File: src/rtl/sdram_ap_pkg.sv
package sdram_ap_pkg;

  typedef enum logic [1:0] {
    BK_IDLE   = 2'd0,
    BK_ACTIVE = 2'd1,
    BK_PEND   = 2'd2,
    BK_PRECH  = 2'd3
  } bank_state_e;

  // Offset in cycles from the Write edge to the last data beat.
  function automatic int unsigned last_beat_ofs(input logic [1:0] code);
    return (32'd1 << code) - 32'd1;
  endfunction

  // Cycles from Write edge to the earliest write-recovery precharge point.
  function automatic int unsigned wr_recovery_span(input logic [1:0] code,
                                                    input int unsigned twr);
    return last_beat_ofs(code) + twr;
  endfunction

endpackage

File: src/rtl/ap_window_cnt.sv
// Saturating down-counter: done is high once the loaded window has elapsed
// at the edge that observes it.
module ap_window_cnt #(
  parameter int W = 4
) (
  input  logic         clk,
  input  logic         rst,
  input  logic         load,
  input  logic [W-1:0] load_val,
  output logic         done
);
  logic [W-1:0] cnt_q;

  always_ff @(posedge clk) begin
    if (rst)                cnt_q <= '0;
    else if (load)          cnt_q <= load_val;
    else if (cnt_q != '0)   cnt_q <= cnt_q - 1'b1;
  end

  assign done = (cnt_q <= W'(1));

  // all windows have a minimum length of one cycle
  a_r4_min_window: assert property (@(posedge clk) disable iff (rst)
    load |-> (load_val != '0));

  // a freshly loaded window longer than one cycle is not yet done
  a_r4_load_pending: assert property (@(posedge clk) disable iff (rst)
    (load && load_val > W'(1)) |=> !done);
endmodule

File: src/rtl/ap_bank_fsm.sv
module ap_bank_fsm
  import sdram_ap_pkg::*;
#(
  parameter int TW = 4
) (
  input  logic          clk,
  input  logic          rst,
  input  logic          act_i,
  input  logic          wrap_i,
  input  logic [TW-1:0] t_rp_i,
  input  logic          ras_done,
  input  logic          wr_done,
  input  logic          rp_done,
  output logic          act_acc,
  output logic          wr_acc,
  output logic          pre_fire,
  output logic [TW-1:0] rp_load_val,
  output logic          pre_start_o,
  output logic          bank_busy_o,
  output logic          act_ready_o,
  output logic          proto_err_o
);
  bank_state_e state_q, state_d;
  logic [TW-1:0] rp_q;
  logic          pre_q, err_q, err_set;

  always_comb begin
    act_ready_o = (state_q == BK_IDLE) || (state_q == BK_PRECH && rp_done);
    act_acc     = act_i && act_ready_o;
    wr_acc      = wrap_i && (state_q == BK_ACTIVE);
    pre_fire    = (state_q == BK_PEND) && ras_done && wr_done;
    err_set     = (act_i && !act_ready_o) || (wrap_i && state_q != BK_ACTIVE);
    bank_busy_o = (state_q == BK_ACTIVE) || (state_q == BK_PEND);
  end

  always_comb begin
    state_d = state_q;
    unique case (state_q)
      BK_IDLE:   if (act_acc)  state_d = BK_ACTIVE;
      BK_ACTIVE: if (wr_acc)   state_d = BK_PEND;
      BK_PEND:   if (pre_fire) state_d = BK_PRECH;
      BK_PRECH: begin
        if (act_acc)      state_d = BK_ACTIVE;
        else if (rp_done) state_d = BK_IDLE;
      end
      default:            state_d = BK_IDLE;
    endcase
  end

  always_ff @(posedge clk) begin
    if (rst) begin
      state_q <= BK_IDLE;
      rp_q    <= '0;
      pre_q   <= 1'b0;
      err_q   <= 1'b0;
    end else begin
      state_q <= state_d;
      pre_q   <= pre_fire;
      if (wr_acc)  rp_q  <= t_rp_i;
      if (err_set) err_q <= 1'b1;
    end
  end

  assign rp_load_val = rp_q;
  assign pre_start_o = pre_q;
  assign proto_err_o = err_q;

  // a write that is refused leaves the open/closed state of the row alone
  a_r8_bad_write_ignored: assert property (@(posedge clk) disable iff (rst)
    (wrap_i && state_q == BK_IDLE && !act_i) |=> (state_q == BK_IDLE));

  // a refused Activate never opens a row
  a_r9_bad_act_ignored: assert property (@(posedge clk) disable iff (rst)
    (act_i && !act_ready_o && state_q == BK_PRECH) |=> (state_q != BK_ACTIVE));

  // precharge starts only out of a pending auto-precharge
  a_r4_fire_from_pend: assert property (@(posedge clk) disable iff (rst)
    pre_start_o |-> $past(state_q == BK_PEND));
endmodule

File: src/rtl/sdram_ap_tracker.sv
module sdram_ap_tracker
  import sdram_ap_pkg::*;
#(
  parameter int TW  = 4,
  parameter int BCW = 2
) (
  input  logic           clk,
  input  logic           rst,
  input  logic           act_i,
  input  logic           wrap_i,
  input  logic [BCW-1:0] burst_code_i,
  input  logic [1:0]     cas_lat_i,
  input  logic [TW-1:0]  t_wr_i,
  input  logic [TW-1:0]  t_rp_i,
  input  logic [TW-1:0]  t_ras_i,
  output logic           pre_start_o,
  output logic           bank_busy_o,
  output logic           act_ready_o,
  output logic           proto_err_o
);
  localparam int MAXBEAT = (1 << ((1 << BCW) - 1)) - 1;
  localparam int WRW     = $clog2((1 << TW) + MAXBEAT);

  logic           act_acc, wr_acc, pre_fire;
  logic           ras_done, wr_done, rp_done;
  logic [TW-1:0]  rp_load_val;
  logic [WRW-1:0] wr_load_val;

  assign wr_load_val = WRW'(wr_recovery_span(2'(burst_code_i), 32'(t_wr_i)));

  ap_window_cnt #(.W(TW)) u_ras_cnt (
    .clk(clk), .rst(rst), .load(act_acc), .load_val(t_ras_i), .done(ras_done));

  ap_window_cnt #(.W(WRW)) u_wr_cnt (
    .clk(clk), .rst(rst), .load(wr_acc), .load_val(wr_load_val), .done(wr_done));

  ap_window_cnt #(.W(TW)) u_rp_cnt (
    .clk(clk), .rst(rst), .load(pre_fire), .load_val(rp_load_val), .done(rp_done));

  ap_bank_fsm #(.TW(TW)) u_fsm (
    .clk(clk), .rst(rst), .act_i(act_i), .wrap_i(wrap_i), .t_rp_i(t_rp_i),
    .ras_done(ras_done), .wr_done(wr_done), .rp_done(rp_done),
    .act_acc(act_acc), .wr_acc(wr_acc), .pre_fire(pre_fire),
    .rp_load_val(rp_load_val), .pre_start_o(pre_start_o),
    .bank_busy_o(bank_busy_o), .act_ready_o(act_ready_o),
    .proto_err_o(proto_err_o));

  // reset state
  a_r1_reset_state: assert property (@(posedge clk)
    rst |=> (act_ready_o && !bank_busy_o && !pre_start_o && !proto_err_o));

  // precharge start is a single-cycle pulse
  a_r4_single_pulse: assert property (@(posedge clk) disable iff (rst)
    pre_start_o |=> !pre_start_o);

  // the row closes on the precharge edge
  a_r4_busy_drops: assert property (@(posedge clk) disable iff (rst)
    pre_start_o |-> (!bank_busy_o && $past(bank_busy_o)));

  // an open row is never reported ready for Activate
  a_r2_busy_not_ready: assert property (@(posedge clk) disable iff (rst)
    !(bank_busy_o && act_ready_o));

  // only latencies 2 and 3 are legal with a write
  a_r7_cas_legal: assert property (@(posedge clk) disable iff (rst)
    wrap_i |-> (cas_lat_i == 2'd2 || cas_lat_i == 2'd3));

  // error flag is sticky
  a_r11_err_sticky: assert property (@(posedge clk) disable iff (rst)
    proto_err_o |=> proto_err_o);
endmodule

File: config.mk
export PLATFORM = sky130hd
export DESIGN_NAME = sdram_ap_tracker
export DESIGN_NICKNAME = d
export VERILOG_FILES = /design/src/rtl/sdram_ap_pkg.sv /design/src/rtl/ap_window_cnt.sv /design/src/rtl/ap_bank_fsm.sv /design/src/rtl/sdram_ap_tracker.sv
export SDC_FILE = /design/constraint.sdc
export NUM_CORES = 1
export LEC_CHECK = 0
export BUFFER_PORTS_ARGS = -buffer_cell sky130_fd_sc_hd__buf_2
export CAP_MARGIN = 20
export CORE_ASPECT_RATIO = 0.8
export CORE_MARGIN = 2
export CORE_UTILIZATION = 30
export DETAILED_ROUTE_END_ITERATION = 10
export HOLD_SLACK_MARGIN = 0.15
export PLACE_DENSITY_LB_ADDON = 0.05
export SYNTH_ARGS = -nofsm -noshare
export SYNTH_HDL_FRONTEND = slang
export SYNTH_SLANG_ARGS = --single-unit
File: constraint.sdc
create_clock -name clk -period 3.7 [get_ports clk]
set_input_delay 0.37 -clock clk [delete_from_list [all_inputs] [get_ports clk]]
set_output_delay 0.37 -clock clk [all_outputs]
set_load 0.05 [all_outputs]
==> results.toml <==
[placed_design]
port_buffers = 21
dp.cells = 252
place_hpwl_um = 2420
gp_congestion = 0.846
place_area_mm2 = 0.00165

[yosys]
ys_seq_area_share_pct = 28.1
synth_edf_count = 0
syn_area_mm2 = 0.00150
ys_warn_count = 0
ys_types = 48
synth_ff_type = "dfxtp_1"
syn_inst = 175
syn_nets = 217
synthArstFlopShare_pct = 0
synth-seq-cells = 21
synth_area_per_cell_um2 = 8.54

[power]
sw_frac_of_total_pct = 45.8
power.total_uw = 1380
p_per_area_mw_per_mm2 = 813
leakagePower_uw = 0.000783
switching_power_uw = 633
ir_worst_vdd_v = 0.000317
pwr-share-clk_pct = 11.2
p_int_uw = 748
combPwrFrac_pct = 60.3
p_seq_share_pct = 28.5

[cts]
ctsResizeCount = 0
clkTransAtPathRegs_ns = 0.07
cts_hold_buffers = 0
tritoncts = "done"
clock_latency_ns = 0.27
htreeDepth = 1
clockBufferDepth = 2
cts_setup_buffers = 0
cts_root_buf = "clkbuf_8"
clkSinkCount = 21
numCtsBuffers = 3

[worst_setup_path]
regToRegSetupSlack_ns = 1.84
crit_arrival_ns = 1.87
start_kind = "register"
setup.worst_path.end_class = "primary output"
critPathKind = "reg2out"
cp.required_ns = 3.33
worstPathMaxFanout = 6
r2r_cells = 6

[floorplan]
ios = 24
coreArea_mm2 = 0.00468
start_util_pct = 32.0
num_rows = 22
die_area_mm2 = 0.00557
die_h_um = 67.1
die_w_um = 82.9

[timing]
worst_pin_slew_ns = 0.466
setup_tns_ns = 0
maxSlewViolCount = 0
setup_viol = 0
fmax_mhz = 446
finClkSkew_ns = 0.0152
finalCritPeriodShare_pct = 60.7
finalCriticalPeriod_ns = 2.24
holdWs_ns = 0.347
maxSlewHeadroom_pct = 68.9
rsz0062_at_grt = "false"
hold_viol = 0

[route]
wire_per_inst_um = 12.1
num_vias = 1189
postRouteAntennaNets = 0
via_per_inst = 4.64
drc = 0
drt_pre_antenna_iters = 4
drt_wl_total_um = 3100
drt_iter0_drc = 49

[cells_and_area]
final_cells = 256
fill_cells = 495
drive_gt1_share_pct = 19.4
syn_to_final_growth_pct = 13.6
fin_area_mm2 = 0.00170
fin_nets = 239
diodes = 0

[global_routing]
grt_max_degree = 21
gr-usage-all-layers_pct = 11.8
grt_pass1_vias = 1123
gr-total-overflow = 0
antenna_found_initial = 0
grt_pass1_wl_um = 5250

[outcome]
outcome = "finished, final reports clean"

[min_path]
hold_class = "in2reg"
holdPathStages = 3

[job]
max_cap_violations = 0
path summary, 6_finish.rpt:
path | start | to
worst max-delay path | u_rp_cnt.cnt_q[0]$_SDFFE_PP0P_ | act_ready_o
worst min-delay path | t_rp_i[1] | u_fsm.rp_load_val[1]$_SDFFE_PP0P_
worst max register to register | u_rp_cnt.cnt_q[0]$_SDFFE_PP0P_ | u_fsm.state_q[0]$_SDFFE_PP0P_
worst min register to register | u_fsm.rp_load_val[3]$_SDFFE_PP0P_ | u_fsm.rp_load_val[3]$_SDFFE_PP0P_
sequential cells by signal, indices dropped and copies added, names as in the netlist:
register / flops
u_fsm.pre_start_o: 1
u_fsm.proto_err_o: 1
u_fsm.rp_load_val: 4
u_fsm.state_q: 2
u_ras_cnt.cnt_q: 4
u_rp_cnt.cnt_q: 4
u_wr_cnt.cnt_q: 5
metrics by stage:
stage / setup WS [ns] / utilization (%)
finish: 1.46 / 36.3
global route: 1.33 / 36.3
CTS: 1.43 / 36.3
detailed placement: 1.58 / 35.3
global placement: 1.61 / 35.3
floorplan: 1.84 / -
cell families (layout without fill, tap and decap cells):
logic type	after synthesis	after routing	share of synthesized area, %
multiplexers	6	6	4.10
AO/OA/AOI/OAI	35	35	16.9
flip-flops	21	21	28.1
buffers and inverters	29	50	7.78
adder cells (fa/ha/maj)	22	22	18.9
XOR/XNOR	9	9	5.77
AND/OR/NAND/NOR	53	53	18.4
power by group through the flow:
stage | Clock, uW | Sequential, uW | Combinational [uW]
2_1_floorplan | 0 | 390 | 712
3_3_place_gp | 0 | 397 | 831
3_5_place_dp | 0 | 399 | 833
4_1_cts | 160 | 393 | 839
5_1_grt | 171 | 408 | 943
6_report | 154 | 394 | 833
cell usage in the layout, fill, tap and decap left out, drive strengths merged, types with 2 or more instances in the layout:
master,Yosys,routed
nand2b,2,2
a31oi,2,2
mux2i,5,5
ha,21,21
a221oi,2,2
a211oi,2,2
a21oi,15,15
o21ai,4,4
nor2,15,15
or2,2,2
inv,25,25
clkbuf,2,3
nor3,7,7
nor3b,3,3
dfxtp,21,21
nand2,14,14
nand3,4,4
buf,2,21
xor2,3,3
xnor2,6,6
or3,2,2
cells in the mapped netlist, drive strengths merged (2+ instances only):
library cell   n  area, um^2
a31oi          2        27.5
clkbuf         2        7.51
nor2          15        58.8
mux2i          5        50.1
or3            2        12.5
ha            21         263
or2            2        12.5
a221oi         2        23.8
o21ai          4        20.0
nor3           7        40.0
buf            2        15.0
a211oi         2        15.0
xor2           3        26.3
dfxtp         21         420
nor3b          3        27.5
nand2b         2        12.5
nand2         14        57.6
inv           25        93.8
a21oi         15        78.8
xnor2          6        60.1
nand3          4        20.0
worst max-delay path, stage by stage (launching register included):
cell	delay, ns
dfxtp_1	0.39
inv_1	0.08
ha_1	0.22
or2_1	0.29
a31oi_4	0.30
inv_2	0.10
buf_2	0.22
final cells by class:
type	instances	area, um^2	share of cell area [%]
well taps	60	75.1	4.42
repair buffers	21	105	6.19
clock inverters	1	5.00	0.295
flip-flops and latches	21	420	24.7
inverters	25	93.8	5.52
multi-input cells	125	958	56.4
clock buffers	3	41.3	2.43
layer usage:
layer	global-route usage [%]	up-vias	wire [um]
met2	18.9	25	1300
met5	0	-	0
li1	-	632	-
met3	3.42	2	127
met1	16.1	530	1660
met4	1.84	0	13
Note: power is estimated with default switching activity, not from simulation.
